==> src/rtl/loc_arb_pkg.sv <==
package loc_arb_pkg;

    typedef enum logic [1:0] {
        ST_FREE     = 2'd0,
        ST_HELD     = 2'd1,
        ST_ABORTING = 2'd2
    } arb_state_e;

    // access byte bit positions (host software decodes these)
    localparam int B_VALID = 7;
    localparam int B_ACT   = 5;
    localparam int B_BS    = 4;
    localparam int B_SZ    = 3;
    localparam int B_PEND  = 2;
    localparam int B_REQ   = 1;
    localparam int B_EST   = 0;

endpackage

==> src/rtl/loc_arb_pick.sv <==
// Picks the highest-numbered set bit of a request vector.
module loc_arb_pick #(
    parameter int N  = 5,
    parameter int IW = 3
) (
    input  logic [N-1:0]  req,
    output logic          hit,
    output logic [IW-1:0] idx
);
    always_comb begin
        hit = 1'b0;
        idx = '0;
        for (int i = 0; i < N; i++) begin
            if (req[i]) begin
                hit = 1'b1;
                idx = IW'(i);
            end
        end
    end
endmodule

==> src/rtl/loc_arb_view.sv <==
// Builds the access byte seen by each locality and selects the addressed one.
module loc_arb_view
    import loc_arb_pkg::*;
#(
    parameter int N  = 5,
    parameter int IW = 3
) (
    input  logic [N-1:0]  req_q,
    input  logic [N-1:0]  bs_q,
    input  logic          owner_vld,
    input  logic [IW-1:0] owner_idx,
    input  logic [IW-1:0] rloc,
    input  logic          est_bit,
    output logic [7:0]    rdata
);
    logic [7:0] view [N];

    generate
        for (genvar g = 0; g < N; g++) begin : g_view
            logic [N-1:0] others;
            always_comb begin
                others    = req_q;
                others[g] = 1'b0;
                view[g]          = 8'h00;
                view[g][B_VALID] = 1'b1;
                view[g][B_ACT]   = owner_vld && (owner_idx == IW'(g));
                view[g][B_BS]    = bs_q[g];
                view[g][B_SZ]    = 1'b0;
                view[g][B_PEND]  = |others;
                view[g][B_REQ]   = req_q[g];
                view[g][B_EST]   = est_bit;
            end
        end
    endgenerate

    always_comb begin
        rdata = 8'hFF;
        for (int i = 0; i < N; i++) begin
            if (rloc == IW'(i)) rdata = view[i];
        end
    end
endmodule

==> src/rtl/loc_arbiter.sv <==
module loc_arbiter
    import loc_arb_pkg::*;
#(
    parameter int NUM_LOC   = 5,
    parameter int LOC_SHIFT = 12,
    parameter int LOC_W     = 3
) (
    input  logic                       clk,
    input  logic                       rst_n,
    input  logic [LOC_SHIFT+LOC_W-1:0] acc_addr,
    input  logic                       acc_wr,
    input  logic [7:0]                 acc_wdata,
    output logic [7:0]                 acc_rdata,
    input  logic                       est_bit,
    input  logic                       cmd_busy,
    input  logic                       abort_done,
    output logic                       abort_req,
    output logic                       owner_vld,
    output logic [LOC_W-1:0]           owner_idx,
    output logic                       loc_chg,
    output logic [LOC_W-1:0]           loc_chg_idx
);
    localparam int ADDR_W = LOC_SHIFT + LOC_W;
    localparam logic [LOC_W-1:0] HW_LOC = LOC_W'(NUM_LOC - 1);

    arb_state_e st_q, st_d;
    logic [NUM_LOC-1:0] req_q, req_d, sz_q, sz_d, bs_q, bs_d;
    logic               vld_q, vld_d;
    logic [LOC_W-1:0]   own_q, own_d;
    logic [LOC_W-1:0]   nxt_q, nxt_d;
    logic               nxt_sz_q, nxt_sz_d;
    logic               chg_d, abreq_d;
    logic [LOC_W-1:0]   chg_idx_d;

    // ---------------- address decode ----------------
    logic [LOC_W-1:0] wl;
    logic             wr_hit;
    assign wl     = acc_addr[ADDR_W-1:LOC_SHIFT];
    assign wr_hit = acc_wr && (acc_addr[LOC_SHIFT-1:0] == '0) && (wl < HW_LOC);

    // ---------------- helpers ----------------
    logic             hi_hit;
    logic [LOC_W-1:0] hi_idx;
    loc_arb_pick #(.N(NUM_LOC), .IW(LOC_W)) u_pick (
        .req (req_q),
        .hit (hi_hit),
        .idx (hi_idx)
    );

    loc_arb_view #(.N(NUM_LOC), .IW(LOC_W)) u_view (
        .req_q     (req_q),
        .bs_q      (bs_q),
        .owner_vld (vld_q),
        .owner_idx (own_q),
        .rloc      (wl),
        .est_bit   (est_bit),
        .rdata     (acc_rdata)
    );

    logic higher_sz;
    always_comb begin
        higher_sz = 1'b0;
        for (int i = 0; i < NUM_LOC; i++) begin
            if (LOC_W'(i) > wl && sz_q[i]) higher_sz = 1'b1;
        end
    end

    // ---------------- write interpretation ----------------
    logic [7:0]       v;
    logic             go;        // ownership move requested by this write
    logic             go_sz;     // move comes from a seize
    logic [LOC_W-1:0] go_tgt;
    logic             rel_none;  // owner release with nobody waiting
    logic             wr_eff;
    logic [NUM_LOC-1:0] req_w, sz_w, bs_w;

    always_comb begin
        v        = acc_wdata;
        if (v[B_SZ]) begin
            v[B_REQ] = 1'b0;
            v[B_ACT] = 1'b0;
        end
        wr_eff   = wr_hit && !(st_q == ST_ABORTING && abort_done);
        go       = 1'b0;
        go_sz    = 1'b0;
        go_tgt   = '0;
        rel_none = 1'b0;
        req_w    = req_q;
        sz_w     = sz_q;
        bs_w     = bs_q;
        if (wr_eff) begin
            if (v[B_ACT]) begin
                if (vld_q && own_q == wl) begin
                    if (st_q != ST_ABORTING) begin
                        if (hi_hit) begin
                            go     = 1'b1;
                            go_tgt = hi_idx;
                        end else begin
                            rel_none = 1'b1;
                        end
                    end
                end else begin
                    req_w[wl] = 1'b0;
                end
            end
            if (v[B_BS]) bs_w[wl] = 1'b0;
            if (v[B_SZ]) begin
                if ((!vld_q || wl > own_q) && !sz_q[wl] && !higher_sz) begin
                    for (int i = 0; i < NUM_LOC; i++) begin
                        if (LOC_W'(i) < wl) sz_w[i] = 1'b0;
                    end
                    sz_w[wl] = 1'b1;
                    go       = 1'b1;
                    go_sz    = 1'b1;
                    go_tgt   = wl;
                end
            end
            if (v[B_REQ]) begin
                if (vld_q && own_q != wl) begin
                    req_w[wl] = 1'b1;
                end else if (!vld_q) begin
                    go     = 1'b1;
                    go_tgt = wl;
                end
            end
        end
    end

    // ---------------- next state ----------------
    always_comb begin
        st_d      = st_q;
        req_d     = req_w;
        sz_d      = sz_w;
        bs_d      = bs_w;
        vld_d     = vld_q;
        own_d     = own_q;
        nxt_d     = nxt_q;
        nxt_sz_d  = nxt_sz_q;
        chg_d     = 1'b0;
        chg_idx_d = loc_chg_idx;
        abreq_d   = 1'b0;
        unique case (st_q)
            ST_FREE: begin
                if (go) begin                       // claim
                    req_d[go_tgt] = 1'b0;
                    sz_d[go_tgt]  = 1'b0;
                    vld_d         = 1'b1;
                    own_d         = go_tgt;
                    chg_d         = 1'b1;
                    chg_idx_d     = go_tgt;
                    st_d          = ST_HELD;
                end
            end
            ST_HELD: begin
                if (go && cmd_busy) begin           // defer
                    nxt_d    = go_tgt;
                    nxt_sz_d = go_sz;
                    abreq_d  = 1'b1;
                    st_d     = ST_ABORTING;
                end else if (go) begin              // handover
                    if (go_sz) bs_d[own_q] = 1'b1;
                    else       req_d[own_q] = 1'b0;
                    req_d[go_tgt] = 1'b0;
                    sz_d[go_tgt]  = 1'b0;
                    own_d         = go_tgt;
                    chg_d         = 1'b1;
                    chg_idx_d     = go_tgt;
                end else if (rel_none) begin        // release
                    vld_d = 1'b0;
                    st_d  = ST_FREE;
                end
            end
            ST_ABORTING: begin
                if (abort_done) begin               // complete
                    if (nxt_sz_q) bs_d[own_q] = 1'b1;
                    else          req_d[own_q] = 1'b0;
                    req_d[nxt_q] = 1'b0;
                    sz_d[nxt_q]  = 1'b0;
                    own_d        = nxt_q;
                    chg_d        = 1'b1;
                    chg_idx_d    = nxt_q;
                    st_d         = ST_HELD;
                end else if (go) begin              // retarget
                    nxt_d    = go_tgt;
                    nxt_sz_d = go_sz;
                end
            end
            default: st_d = ST_FREE;
        endcase
    end

    // ---------------- state register ----------------
    always_ff @(posedge clk) begin
        if (!rst_n) begin
            st_q        <= ST_FREE;
            req_q       <= '0;
            sz_q        <= '0;
            bs_q        <= '0;
            vld_q       <= 1'b0;
            own_q       <= '0;
            nxt_q       <= '0;
            nxt_sz_q    <= 1'b0;
            loc_chg     <= 1'b0;
            loc_chg_idx <= '0;
            abort_req   <= 1'b0;
        end else begin
            st_q        <= st_d;
            req_q       <= req_d;
            sz_q        <= sz_d;
            bs_q        <= bs_d;
            vld_q       <= vld_d;
            own_q       <= own_d;
            nxt_q       <= nxt_d;
            nxt_sz_q    <= nxt_sz_d;
            loc_chg     <= chg_d;
            loc_chg_idx <= chg_idx_d;
            abort_req   <= abreq_d;
        end
    end

    // ---------------- outputs ----------------
    assign owner_vld = vld_q;
    assign owner_idx = own_q;

    // ---------------- assertions ----------------
    AST_OWNER_RANGE: assert property (@(posedge clk) disable iff (!rst_n)
        owner_vld |-> (owner_idx < LOC_W'(NUM_LOC)));
    AST_OWNER_NO_REQ: assert property (@(posedge clk) disable iff (!rst_n)
        owner_vld |-> !((req_q >> owner_idx) & NUM_LOC'(1)));
    AST_CHG_MATCH: assert property (@(posedge clk) disable iff (!rst_n)
        loc_chg |-> (owner_vld && owner_idx == loc_chg_idx));
    AST_SWITCH_EVENT: assert property (@(posedge clk) disable iff (!rst_n)
        (owner_vld && $past(owner_vld) && owner_idx != $past(owner_idx)) |-> loc_chg);
    AST_WAIT_HOLD: assert property (@(posedge clk) disable iff (!rst_n)
        (st_q == ST_ABORTING && $past(st_q) == ST_ABORTING) |-> ($stable(owner_idx) && owner_vld));
    AST_ABORT_PULSE: assert property (@(posedge clk) disable iff (!rst_n)
        abort_req |=> !abort_req);
    AST_TOP_LOC_RO: assert property (@(posedge clk) disable iff (!rst_n)
        (acc_wr && wl == HW_LOC && st_q != ST_ABORTING) |=> ($stable(owner_vld) && $stable(owner_idx)));

endmodule

==> config.mk <==
export PLATFORM = sky130hd
export DESIGN_NAME = loc_arbiter
export DESIGN_NICKNAME = d
export VERILOG_FILES = /design/src/rtl/loc_arb_pkg.sv /design/src/rtl/loc_arb_pick.sv /design/src/rtl/loc_arb_view.sv /design/src/rtl/loc_arbiter.sv
export SDC_FILE = /design/constraint.sdc
export NUM_CORES = 1
export LEC_CHECK = 0
export ABC_AREA = 0
export BUFFER_PORTS_ARGS = -buffer_cell sky130_fd_sc_hd__buf_4
export CAP_MARGIN = 0
export CELL_PAD_IN_SITES_DETAIL_PLACEMENT = 2
export CELL_PAD_IN_SITES_GLOBAL_PLACEMENT = 2
export CORE_ASPECT_RATIO = 1.75
export CORE_MARGIN = 4
export CORE_UTILIZATION = 35
export DETAILED_ROUTE_END_ITERATION = 6
export PLACE_DENSITY_LB_ADDON = 0.25
export SYNTH_ARGS = -nofsm -noshare
export SYNTH_HDL_FRONTEND = slang
export SYNTH_HIERARCHICAL = 1
export SYNTH_SLANG_ARGS = --single-unit
==> constraint.sdc <==
create_clock -name clk -period 4.95 [get_ports clk]
set_clock_uncertainty 0.2 [all_clocks]
set_input_delay 0.495 -clock clk [delete_from_list [all_inputs] [get_ports clk]]
set_output_delay 0.495 -clock clk [all_outputs]
set_load 0.01 [all_outputs]
Word level (Yosys, flattened, before mapping) --
Cells that the tools add are included.
Storage, ports and cells: bits of input ports 29, output and inout bits 17, register bits after elaboration 30, word-level logic and storage cells 257
Cells by class: order comparisons 20, mux-type cells 143, reductions and logical operators 45, bitwise gates (word level) 15, equality and inequality tests 23
Operators by type and width (number):
- 5-bit 2-to-1 mux | 30
- 1-bit 2-to-1 mux | 67
- 3-bit 2-to-1 mux | 19
- 5-bit bitwise AND | 8
- 7-bit 2-to-1 mux | 5
- 5-bit one-hot mux with 3 select lines | 2
- 1-bit logical AND | 23
- 5-bit inverter | 4
- 4-bit OR reduction | 5
- 2-bit != test (second input constant) | 9
- 3-bit one-hot mux with 3 select lines | 2
- 3-bit by 4-bit < comparator with 1-bit output (second input constant) | 4
- 5-bit bitwise OR | 3
- 2-bit 2-to-1 mux | 7
- 1-bit demux with 3-bit select | 4
- 3-bit by 2-bit equality test with 1-bit output (second input constant) | 4
- 3-bit by 1-bit greater-or-equal comparator with 1-bit output (second input constant) | 4
- 12-bit logical NOT | 1
- 5-bit one-hot mux with 2 select lines | 1
- 4-bit AND reduction | 2
- 3-bit by 1-bit equality test with 1-bit output (second input constant) | 2
- 3-bit equality test (second input constant) | 2
- 1-bit by 3-bit > comparator with 1-bit output (first input constant) | 2
- 2-bit by 3-bit > comparator with 1-bit output (first input constant) | 2
- other kinds (25) | 34

Logic depth before layout (Yosys ltp) --
depth after elaboration 24, gate-level depth with buffers 11, depth with buffers taken out 9

By module --
The synthesis kept the hierarchy.
By module, submodules not included:
- loc_arbiter | sequential area each 540.5 um^2, times used 1, cells an instance 271, area an instance 2188.3 um^2
- loc_arb_view | sequential area each 0.0 um^2, times used 1, cells an instance 39, area an instance 259.0 um^2
- loc_arb_pick | sequential area each 0.0 um^2, times used 1, cells an instance 8, area an instance 42.5 um^2

Worst setup path after synthesis --
Ideal clock, no wire load.
kind register -> register, start point reg, netlist name loc_chg_idx[1], end point reg req_q[4], required time 4.620 ns, clock period less this slack 2.819 ns, library setup time 0.130 ns, arrival time 2.489 ns, buffers on the path 0, setup slack 2.131 ns, cell stages (with the launch flop) 10, cell sequence dfxtp_1 > inv_1 > ha_1 > and3b_1 > o21ai_2 > nor4_2 > o31ai_1 > or4b_1 > a221oi_2 > nor3_1
RTL lines:
- end signal: assignment | RTL line loc_arbiter.sv:208 | req_q <= req_d;
- end: declaration | RTL line loc_arbiter.sv:27 | logic [NUM_LOC-1:0] req_q, req_d, sz_q, sz_d, bs_q, bs_d;

==> key figures <==
Setup path
  • Crit Path Max Fanout: 13
  • Cell type group with the largest total delay on the critical path: compound AO/OA/AOI/OAI gates
  • Worst Setup Path Type: flip-flop to flip-flop
  • Worst path max stage delay: 0.64 ns
  • Slowest library cell on the worst path: dfxtp_1
  • Req. time, crit path: 4.96 ns
  • Bufs and invs on worst path: 1
  • Crit-path cells: inv_1 -> ha_1 -> and3b_1 -> o21ai_2 -> nor4_2 -> o31a_1 -> nand4b_1 -> a21oi_1 -> a31o_2
  • Critical path arrival: 3.84 ns
  • Critical path launch point type: flip-flop
  • Critical Path End Type: flip-flop

Detailed routing
  • Initial drt markers: 129
  • Final WL: 9.98 mm
  • Via count: 2644
  • Avg WL per Cell: 23.7 um
  • Post-DR vias/cell: 6.27
  • Antenna viol nets, final: 0
  • DR DRC count: 0
  • DR pass1 iterations: 4

Synth
  • Post-synth EDFFs: 0
  • Yosys warns: 6
  • Post-synthesis register bit count: 27
  • Cell count after synthesis: 318
  • Top_reg_cell synth: dfxtp_1
  • Synth Cell Area: 0.00249 mm2
  • Syn avg cell area: 7.83 um2
  • Sequential area share after synthesis: 21.7%
  • Syn_nets: 354
  • Synth async-reset ratio: 0%
  • Yosys cell types: 79

GRT
  • GRT Resource Usage Total: 24.0%
  • Number of global-route vias before repair: 2944
  • Pin count of the biggest net entering global routing: 26
  • First-pass GRT wire length: 16.0 mm
  • Grt total ovfl: 0
  • Initial antenna violation count: 0

CTS
  • Post-CTS Setup Bufs: 0
  • CTS tree: done
  • Hold_buf cts: 0
  • CTS H-tree depth: 1
  • Worst-path clk slew: 0.08 ns
  • CTS root buf: clkbuf_16
  • Clk sink count: 27
  • Post-cts resize count: 0
  • Clock buffer depth: 2
  • Worst-skew pair later-pin latency: 0.27 ns
  • CTS Buf Count: 3

Cells and area
  • Share of cells above drive strength 1: 21.6%
  • Antenna diodes: 0
  • Fillers: 822
  • Area Growth Syn to Fin: 13.5%
  • Fin nets: 375

Die
  • DIE HEIGHT: 120 um
  • Core area: 0.00691 mm2
  • Die Area: 0.00858 mm2
  • IO Count: 46
  • Initial core utilization: 36.1%
  • Site row count: 40
  • Die width: 71.8 um

Timing
  • Fmax: 262 MHz
  • RSZ-0062 raised after global routing: false
  • Min cycle time layout: 3.82 ns
  • Worst slew pin tran: 0.785 ns
  • Final worst-path cycle share: 77.2%
  • Slew Limit Fails: 0
  • Final setup fails: 0
  • Relative slew margins: 46.9%
  • Fin Setup TNS: 0 ns
  • Worst setup margin: 1.13 ns
  • Fin. Hold Viols: 0

Power and ir drop
  • Leak: 1.06 nW
  • PD cells: 176 mW/mm2
  • Worst vdd ir: 0.115 mV

Place
  • IO buf count: 40
  • Post-DP HPWL: 7.68 mm
  • GPL Wtd Cong: 0.905
  • Setup Slack @ Placement: 1.19 ns

Worst hold path
  • HP Class: flip-flop to flip-flop

Run status
  • Outcome: finished clean

Run
  • Max-cap violations: 0
## layout make-up
class	count	area, um2	area share [%]
Clock inverter	1	7.51	0.266
Multi-Input combinational cell	247	1710	60.7
Clock buffer	3	75.1	2.66
Inverter	18	67.6	2.39
Sequential cell	27	541	19.1
Tap cell	84	105	3.72
Timing Repair Buffer	42	315	11.2
## layer usage
layer  vias to the layer above  part of all wire (%)  global-route usage, %
li1                       1218                     -                      -
met1                      1330                    36                   25.6
met2                        68                    55                   45.9
met3                        28                   3.0                   1.76
met4                         0                   5.2                   11.2
met5                         -                     0                      0
## metrics by stage
step	instance area [um2]	utilization, %	cells	hold WS (ns)	power, mW
finish	2830	40.9	422	0.269	0.496
global route	2830	40.9	422	0.302	0.514
CTS	2830	40.9	422	0.275	0.499
detailed placement	2740	39.7	418	0.265	0.304
global placement	2740	39.7	418	0.259	0.302
floorplan	2490	-	318	0.222	0.271
## layout by cell type, fill, tap and decap left out, types with 5 or more instances in the layout
master    count
buf_4        42
nor2_1       30
nand2_1      28
dfxtp_1      27
a21oi_1      19
inv_1        17
o21ai_0      16
nor3_1       13
nand3_1      10
mux2i_1       9
ha_1          7
a211oi_1      6
a31oi_1       6
nand3b_1      5
o31ai_1       5
## where the power goes
group / internal [mW] / switching, mW
Combinational: 0.0337 / 0.0476
Sequential: 0.217 / 0.000221
Clock: 0.110 / 0.0871
## worst register-to-register path, stage by stage (launching register included)
cell,delay (ns)
dfxtp_1,0.64
inv_1,0.25
ha_1,0.38
and3b_1,0.19
o21ai_2,0.10
nor4_2,0.52
o31a_1,0.60
nand4b_1,0.20
a21oi_1,0.45
a31o_2,0.24
## cell usage after synthesis, types with 2 or more instances
cell type / instances / area share, %
buf_6: 4 / 1.8
or3_1: 3 / 0.75
nand2_1: 28 / 4.2
a22o_1: 2 / 0.70
nand3b_1: 5 / 1.5
a21o_1: 3 / 0.90
o21ai_0: 16 / 3.2
buf_4: 10 / 3.0
buf_2: 2 / 0.40
a211oi_1: 6 / 1.8
nand4_2: 2 / 1.0
nor2b_1: 4 / 1.0
nor2_1: 30 / 4.5
and3_2: 2 / 0.60
a31oi_1: 6 / 1.5
a21oi_1: 19 / 3.8
mux2i_1: 9 / 3.6
a21oi_2: 3 / 1.1
nand2b_1: 4 / 1.0
nand3_1: 10 / 2.0
o31ai_1: 5 / 1.5
o22ai_1: 4 / 1.0
dfxtp_1: 27 / 22
inv_1: 17 / 2.6
nor4_2: 2 / 1.0
nor4_1: 3 / 0.75
and2b_1: 2 / 0.60
mux4_2: 2 / 1.8
clkbuf_1: 9 / 1.4
ha_1: 7 / 3.5
o211ai_1: 4 / 1.2
o22a_1: 2 / 0.70
nor3_1: 13 / 2.6
a32o_1: 3 / 1.2
a311oi_1: 2 / 0.70
o2bb2ai_1: 2 / 0.70
o211a_1: 2 / 0.80
and3b_1: 2 / 0.70
o21bai_1: 2 / 0.60
## state kept, by name (all words and copies together) (netlist names)
name and count:
st_q 2, loc_chg_idx 3, nxt_sz_q 1, loc_chg 1
nxt_q 3, req_q 5, bs_q 5, owner_vld 1
sz_q 5, abort_req 1
## worst paths after layout
path                                      from  endpoint  slack, ns  depth (start not counted)
worst max register to register  loc_chg_idx[1]   bs_q[2]       1.13                          9
worst min-delay path                   sz_q[4]   sz_q[4]       0.27                          2
worst min register to register         sz_q[4]   sz_q[4]       0.27                          2
worst max-delay path            loc_chg_idx[1]   bs_q[2]       1.13                          9
## cell families (layout without fill, tap and decap cells)
logic type | after synthesis | count (layout) | synth area share, %
other | 1 | 1 | 0.151
adders and majority gates | 7 | 7 | 3.52
AOI/OAI and AO/OA | 103 | 103 | 32.4
muxes | 11 | 11 | 5.43
DFF | 27 | 27 | 21.7
buffers and inverters | 44 | 64 | 9.45
and+or+nand+nor | 125 | 125 | 27.4
No activity file was read; power rests on OpenSTA's default activity.
